==> src/rtl/row_precharge_ctrl.sv <==
module row_precharge_ctrl #(
  parameter int AW       = 17,
  parameter int ROW_LSB  = 2,
  parameter int PRE_CYC  = 4,
  parameter int ACC_CYC  = 6,
  parameter int PAGE_CYC = 2
) (
  input  logic          clk,
  input  logic          rst_n,
  input  logic          ce_n,
  input  logic [AW-1:0] addr,
  input  logic          rd,
  input  logic          wr,
  output logic          ready,
  output logic          rd_valid,
  output logic          arr_we,
  output logic [AW-1:0] arr_addr
);
  localparam int MAXC = (PRE_CYC > ACC_CYC) ? ((PRE_CYC > PAGE_CYC) ? PRE_CYC : PAGE_CYC)
                                            : ((ACC_CYC > PAGE_CYC) ? ACC_CYC : PAGE_CYC);
  localparam int CW = $clog2(MAXC + 1) + 1;

  typedef enum logic [2:0] {S_CLOSED, S_PRE, S_OPEN, S_ACT, S_PAGE} st_t;

  st_t                  st;
  logic [CW-1:0]        cnt;
  logic                 ce_pre;
  logic [1:0]           op;
  logic [AW-1:0]        lat_q;
  logic [AW-1:ROW_LSB]  row_q;
  logic                 row_closed, active, row_hit;

  assign row_closed = (st == S_CLOSED);
  assign active     = (st == S_ACT);
  assign row_hit    = (addr[AW-1:ROW_LSB] == row_q);
  assign ready      = row_closed | active;
  assign arr_addr   = lat_q;

  always_ff @(posedge clk) begin
    if (!rst_n) begin
      st       <= S_CLOSED;
      cnt      <= '0;
      ce_pre   <= 1'b0;
      op       <= 2'b00;
      lat_q    <= '0;
      row_q    <= '0;
      rd_valid <= 1'b0;
      arr_we   <= 1'b0;
    end else begin
      rd_valid <= 1'b0;
      arr_we   <= 1'b0;
      case (st)
        S_CLOSED: if (!ce_n) begin
          lat_q <= addr;
          op    <= {rd, wr};
          cnt   <= '0;
          st    <= S_OPEN;
        end
        S_ACT: begin
          if (ce_n) begin
            st     <= S_PRE;
            ce_pre <= 1'b1;
            cnt    <= CW'(1);
          end else if (!row_hit) begin
            st     <= S_PRE;
            ce_pre <= 1'b0;
            cnt    <= '0;
            lat_q  <= addr;
            op     <= {rd, wr};
          end else if (rd || wr) begin
            st    <= S_PAGE;
            cnt   <= '0;
            lat_q <= addr;
            op    <= {rd, wr};
          end
        end
        S_PRE: begin
          if (ce_pre) begin
            if (!ce_n)                         cnt <= '0;
            else if (cnt == CW'(PRE_CYC - 1))  st  <= S_CLOSED;
            else                               cnt <= cnt + 1'b1;
          end else if (ce_n) begin
            ce_pre <= 1'b1;
            cnt    <= CW'(1);
          end else if (cnt == CW'(PRE_CYC - 1)) begin
            st  <= S_OPEN;
            cnt <= '0;
          end else begin
            cnt <= cnt + 1'b1;
          end
        end
        S_OPEN: begin
          if (cnt == CW'(ACC_CYC - 1)) begin
            st       <= S_ACT;
            row_q    <= lat_q[AW-1:ROW_LSB];
            rd_valid <= op[1];
            arr_we   <= op[0] & ~op[1];
          end else begin
            cnt <= cnt + 1'b1;
          end
        end
        S_PAGE: begin
          if (cnt == CW'(PAGE_CYC - 1)) begin
            st       <= S_ACT;
            rd_valid <= op[1];
            arr_we   <= op[0] & ~op[1];
          end else begin
            cnt <= cnt + 1'b1;
          end
        end
        default: st <= S_CLOSED;
      endcase
    end
  end
endmodule

==> config.mk <==
export PLATFORM = sky130hd
export DESIGN_NAME = row_precharge_ctrl
export DESIGN_NICKNAME = d
export VERILOG_FILES = /design/src/rtl/row_precharge_ctrl.sv
export SDC_FILE = /design/constraint.sdc
export NUM_CORES = 1
export LEC_CHECK = 0
export BUFFER_PORTS_ARGS = -buffer_cell sky130_fd_sc_hd__buf_2
export CAP_MARGIN = 5
export CORE_ASPECT_RATIO = 1.75
export CORE_MARGIN = 5
export CORE_UTILIZATION = 60
export CTS_CLUSTER_SIZE = 25
export DETAILED_ROUTE_END_ITERATION = 12
export PLACE_DENSITY = 0.88
export SLEW_MARGIN = 20
export SYNTH_ARGS = -nofsm -noshare
export SYNTH_HDL_FRONTEND = slang
export SYNTH_SLANG_ARGS = --single-unit
export TNS_END_PERCENT = 30
==> constraint.sdc <==
create_clock -name clk -period 4.9 [get_ports clk]
set_input_delay 0.49 -clock clk [delete_from_list [all_inputs] [get_ports clk]]
set_output_delay 0.49 -clock clk [all_outputs]
set_load 0.03 [all_outputs]
==> results of run 1 <==
==> critical path, cell delays in order, from the launching register on <==
cell	delay, ns
dfxtp_1	0.70
nand2_1	0.35
o31ai_4	0.63
buf_4	0.45
nand3_1	0.12
o21ai_1	0.11
==> through the flow <==
step | utilization, % | instances
5_1_grt | 69.09 | 339
2_1_floorplan | - | 259
3_5_place_dp | 66.25 | 331
3_3_place_gp | 66.25 | 331
6_report | 69.09 | 339
4_1_cts | 69.03 | 339
==> state kept, by name (all words and copies together) (netlist names) <==
signal	cells
st	3
arr_we	1
row_q	15
op	2
cnt	4
rd_valid	1
ce_pre	1
arr_addr	17
==> power breakdown <==
group | total [mW] | leakage (nW) | switching [mW] | internal, mW
Clock | 0.267 | 0.0552 | 0.116 | 0.151
Sequential | 0.382 | 0.358 | 0.0127 | 0.369
Combinational | 0.111 | 0.754 | 0.0731 | 0.0379
Total | 0.760 | 1.17 | 0.202 | 0.559
==> cell usage after synthesis, types with 2 or more instances <==
cell	number
o21ai_0	6
nand4_1	2
clkbuf_1	11
nand3_1	14
buf_2	3
nor3_1	4
or2_2	2
o21ai_2	10
o22ai_1	2
ha_1	2
buf_6	3
nand2_1	29
nor2_1	10
inv_1	5
a21boi_1	2
nor4b_1	2
a21oi_1	2
o21ai_1	13
mux2i_1	17
nand2b_1	3
nor2b_1	16
xor2_1	16
nand3_2	12
nor3b_1	3
nor4_4	3
dfxtp_1	44
o21a_1	3
==> kinds of logic (layout without fill, tap and decap cells) <==
| kind of cell | after synthesis | after routing | synth area share [%] |
|---|---|---|---|
| xor gates and xnor gates | 16 | 16 | 5.882 |
| DFF | 44 | 44 | 36.97 |
| buffers and inverters | 24 | 56 | 4.884 |
| muxes | 17 | 17 | 7.143 |
| AOI/OAI and AO/OA | 49 | 49 | 15.65 |
| and+or+nand+nor | 107 | 107 | 28.41 |
| adders and majority gates | 2 | 2 | 1.050 |
==> layout make-up <==
type | instances | area, um2
Clock buffer | 6 | 72.57
Clock inverter | 2 | 35.03
Fill cell | 284 | 1195
Inverter | 6 | 22.52
Multi-Input combinational cell | 191 | 1385
Sequential cell | 44 | 880.8
Tap cell | 48 | 60.06
Timing Repair Buffer | 42 | 215.2
==> per-layer routing <==
metal	up-vias	part of all wire, %	GRT usage, %	wire [um]
li1	961	-	-	-
met1	902	37	22.30	1902
met2	55	56	37.74	2897
met3	12	4.9	3.591	253
met4	0	2.4	7.737	123
met5	-	0	0	0
==> cell usage in the layout, fill, tap and decap left out, types with 2 or more instances in the layout <==
cell,instances
dfxtp_1,44
buf_2,40
nand2_1,29
mux2i_1,17
xor2_1,16
nor2b_1,16
nand3_1,14
o21ai_1,13
nand3_2,12
nor2_1,10
o21ai_2,10
o21ai_0,6
inv_1,5
clkbuf_8,5
nor3_1,4
nand2b_1,3
nor3b_1,3
nor4_4,3
o21a_1,3
or2_2,2
nor4b_1,2
a21boi_1,2
a21oi_1,2
nand4_1,2
o22ai_1,2
ha_1,2
buf_4,2
==> worst max path at each step <==
stage,endpoint,startpoint,slack [ns]
after detailed placement,arr_addr[16],addr[11],2.20
after CTS,arr_addr[16],st[0],2.46
after global placement,arr_addr[16],addr[11],2.24
after global routing,arr_addr[5],st[1],2.27
after floorplan,arr_addr[6],addr[13],2.94
final,arr_addr[4],st[0],2.47
==> impl_metrics.env, run 1 <==
export IMPL_cp_required_ns=5.12
export IMPL_cts_tree="yes"
export IMPL_synth_distinct_cells=47
export IMPL_pin_count=42
export IMPL_worst_pin_slew_ns=0.8575
export IMPL_worstHoldPathCells=3
export IMPL_tns_ns=0
export IMPL_ctsHoldBuffers=0
export IMPL_rsz0062_at_grt="no"
export IMPL_ctsRootBufferMaster="clkbuf_8"
export IMPL_regToRegSetupSlack_ns=2.47
export IMPL_via_count=1930
export IMPL_grt_pass1_wl_mm=8.728
export IMPL_synth_top_area_share_pct=36.97
export IMPL_die_y_um=93.36
export IMPL_ys_ff_latch=44
export IMPL_r2r_start="st[0]"
export IMPL_die_w_um=57.63
export IMPL_insertion_delay_ns=0.29
export IMPL_synth_edff_count=0
export IMPL_synth_area_leader_cell="dfxtp_1"
export IMPL_syn_area_per_cell_um2=9.198
export IMPL_dieArea_mm2=0.005380
export IMPL_clk_pin_slew_ns=0.08
export IMPL_maxCapViolCount=0
export IMPL_relSlewSlack_pct=42.69
export IMPL_core_area_mm2=0.003866
export IMPL_critical_path_peak_fanout=28
export IMPL_postPlaceCellArea_mm2=0.002561
export IMPL_r2r_end="arr_addr[4]"
export IMPL_drtAntennaViolNets=0
export IMPL_hold_worst_slack_ns=0.4266
export IMPL_grt_total_usage_pct=20.40
export IMPL_min_from="addr[0]"
export IMPL_initial_core_util_pct=61.62
export IMPL_avgRoutedWirePerCell_um=15.27
export IMPL_period_share_pct=49.65
export IMPL_hpwl_mm=3.811
export IMPL_grt_antenna_before_repair=0
export IMPL_layout_drive_gt1_share_pct=28.18
export IMPL_setup_slack_ns=2.467
export IMPL_post_route_min_period_ns=2.433
export IMPL_clk_path_buf_depth=2
export IMPL_drtIter0Drc=93
export IMPL_power_density_mw_per_mm2=284.6
export IMPL_drt_pass1_iter_count=4
export IMPL_synth_area_mm2=0.002382
export IMPL_post_cts_setup_buffer_count=0
export IMPL_clock_skew_ns=0.009462
export IMPL_yosys_warnings=0
export IMPL_cts_inserted_buffers=5
export IMPL_via_per_inst=5.693
export IMPL_postSynthCellCount=259
export IMPL_grt_overflow_total=0
export IMPL_min_delay_path_class="in2reg"
export IMPL_rows=30
export IMPL_finalSetupViolCount=0
export IMPL_io_buffer_count=41
export IMPL_finalHoldViolCount=0
export IMPL_startpoint_type="flop"
export IMPL_n_antenna_cell=0
export IMPL_r2r_cells=5
export IMPL_cts_resized=0
export IMPL_power_uw=760.2
export IMPL_final_nets=314
export IMPL_synthArstFlopShare_pct=0
export IMPL_fmax_ghz=0.4111
export IMPL_gp_congestion=0.8958
export IMPL_cts_sinks=44
export IMPL_drc=0
export IMPL_ys_seq_area_share_pct=36.97
export IMPL_ir_drop_uv=303.6
export IMPL_endpoint_kind="flop"
export IMPL_h_tree_depth=2
export IMPL_grt_pass1_vias=1881
export IMPL_drv_slew=0
export IMPL_area_delta_synth_final_pct=12.13
export IMPL_p_leak_nw=1.167
export IMPL_dp_slack_ns=2.199
export IMPL_finalInstanceArea_mm2=0.002671
export IMPL_synthTopCellsByArea="dfxtp_1 37%, mux2i_1 7.1%, xor2_1 5.9%, nand3_2 5.0%, nand2_1 4.6%"
export IMPL_crit_type="reg2reg"
export IMPL_hold_path_endpoint="arr_addr[0]"
export IMPL_outcome="complete, no violations"
export IMPL_cp_arrival_ns=2.66
export IMPL_wirelength_mm=5.176
export IMPL_syn_nets=283
export IMPL_synth_ff_type="dfxtp_1"
export IMPL_grt_max_degree=67
No activity file was read; power rests on OpenSTA's default activity.
==> inputs of run 2 (changes only) <==
--- a/config.mk
+++ b/config.mk
@@ -9,10 +9,10 @@
 export CAP_MARGIN = 5
 export CORE_ASPECT_RATIO = 1.75
 export CORE_MARGIN = 5
-export CORE_UTILIZATION = 60
+export CORE_UTILIZATION = 55
 export CTS_CLUSTER_SIZE = 25
 export DETAILED_ROUTE_END_ITERATION = 12
-export PLACE_DENSITY = 0.88
+export PLACE_DENSITY = 0.82
 export SLEW_MARGIN = 20
 export SYNTH_ARGS = -nofsm -noshare
 export SYNTH_HDL_FRONTEND = slang
==> constraint.sdc (replaced) <==
create_clock -name clk -period 2.37 [get_ports clk]
set_input_delay 0.237 -clock clk [delete_from_list [all_inputs] [get_ports clk]]
set_output_delay 0.237 -clock clk [all_outputs]
set_load 0.03 [all_outputs]
==> impl_metrics.env, run 2 (same netlist as run 1, synthesis figures left out) <==
export IMPL_crit_start="row_q[11]"
export IMPL_rows=31
export IMPL_final_nets=321
export IMPL_r2r_start="row_q[11]"
export IMPL_maxCapViolCount=0
export IMPL_min_from="addr[0]"
export IMPL_n_fill_cell=367
export IMPL_die_w_um=59.75
export IMPL_cp_required_ns=2.60
export IMPL_tns_ns=0
export IMPL_drtAntennaViolNets=0
export IMPL_layout_drive_gt1_share_pct=29.87
export IMPL_via_count=1931
export IMPL_cts_tree="yes"
export IMPL_ctsHoldBuffers=0
export IMPL_dp_slack_ns=0.2887
export IMPL_final_util_pct=65.29
export IMPL_p_leak_nw=1.206
export IMPL_period_share_pct=85.28
export IMPL_cts_resized=0
export IMPL_io_buffer_count=41
export IMPL_insertion_delay_ns=0.30
export IMPL_ctsRootBufferMaster="clkbuf_8"
export IMPL_clock_skew_ns=0.007772
export IMPL_initial_core_util_pct=56.87
export IMPL_fin_cells=347
export IMPL_crit_type="reg2reg"
export IMPL_cp_arrival_ns=2.25
export IMPL_grt_max_degree=36
export IMPL_relSlewSlack_pct=62.07
export IMPL_hold_worst_slack_ns=0.1734
export IMPL_gp_congestion=0.8933
export IMPL_drv_slew=0
export IMPL_core_area_mm2=0.004189
export IMPL_drc=0
export IMPL_pin_count=42
export IMPL_dp_cells=339
export IMPL_layout_common_cells="44 x dfxtp_1, 41 x buf_2, 29 x nand2_1"
export IMPL_clk_path_buf_depth=2
export IMPL_rsz0062_at_grt="no"
export IMPL_avgRoutedWirePerCell_um=14.27
export IMPL_grt_pass1_wl_mm=8.121
export IMPL_grt_pass1_vias=1871
export IMPL_grt_overflow_total=0
export IMPL_endpoint_kind="flop"
export IMPL_startpoint_type="flop"
export IMPL_critical_path_peak_fanout=28
export IMPL_power_density_mw_per_mm2=581.2
export IMPL_finalSetupViolCount=0
export IMPL_largest_reg_flops=17
export IMPL_h_tree_depth=2
export IMPL_setup_slack_ns=0.3488
export IMPL_final_common_cell="dfxtp_1"
export IMPL_outcome="complete, no violations"
export IMPL_dieArea_mm2=0.005800
export IMPL_via_per_inst=5.565
export IMPL_area_delta_synth_final_pct=14.81
export IMPL_hpwl_mm=3.773
export IMPL_cts_sinks=44
export IMPL_post_route_min_period_ns=2.021
export IMPL_finalHoldViolCount=0
export IMPL_fmax_ghz=0.4948
export IMPL_drt_pass1_iter_count=4
export IMPL_ir_drop_uv=438.3
export IMPL_grt_total_usage_pct=17.61
export IMPL_grt_antenna_before_repair=0
export IMPL_drtIter0Drc=59
export IMPL_min_delay_path_class="in2reg"
export IMPL_wirelength_mm=4.950
export IMPL_cts_inserted_buffers=5
export IMPL_worst_pin_slew_ns=0.5547
export IMPL_post_cts_setup_buffer_count=0
export IMPL_clk_pin_slew_ns=0.08
export IMPL_n_antenna_cell=0
export IMPL_die_y_um=97.07
-- run 2: cell count changes in the layout (fill, tap and decap cells not counted), sizes merged --
cell	delta
buf	+7
-- run 2: worst max-delay path: stages, from the launching register on --
cell and delay (ns):
dfxtp_1 0.33, xor2_1 0.14, nor3_1 0.41, nand4_4 0.22, o31ai_4 0.23, buf_4 0.37, nand3_1 0.13, o21ai_1 0.10
-- run 2: layer usage --
| metal | track usage, % | share of wire (%) | vias to the layer above |
|---|---|---|---|
| li1 | - | - | 984 |
| met1 | 18.77 | 39 | 897 |
| met2 | 31.75 | 54 | 38 |
| met3 | 3.324 | 4.1 | 12 |
| met4 | 7.509 | 2.4 | 0 |
| met5 | 0 | 0 | - |
-- run 2: through the flow --
step | instance area (um2) | power, mW
6_report | 2735 | 1.590
4_1_cts | 2735 | 1.604
5_1_grt | 2735 | 1.655
2_1_floorplan | 2382 | 0.9738
3_3_place_gp | 2628 | 1.040
3_5_place_dp | 2628 | 1.045
-- run 2: path summary, 6_finish.rpt --
path	endpoint	slack, ns	depth (start not counted)
setup reg to reg	arr_addr[1]	0.35	7
setup / recovery	arr_addr[1]	0.35	7
hold / removal	arr_addr[0]	0.17	3
hold reg to reg	arr_addr[0]	0.46	2
-- run 2: area by class of cell --
type | count | area [um2] | area share [%]
clock inverter | 2 | 35.03 | 1.281
multi-input combinational | 191 | 1385 | 50.64
clock buffer | 6 | 72.57 | 2.653
timing repair buffer | 49 | 277.8 | 10.16
tap | 49 | 61.31 | 2.242
sequential | 44 | 880.8 | 32.20
inverter | 6 | 22.52 | 0.8234
-- run 2: power by group --
part / switching, mW / internal (mW) / leakage (nW)
Combinational: 0.154 / 0.0861 / 0.793
Clock: 0.250 / 0.313 / 0.0552
Sequential: 0.0227 / 0.764 / 0.358
Total: 0.427 / 1.16 / 1.21
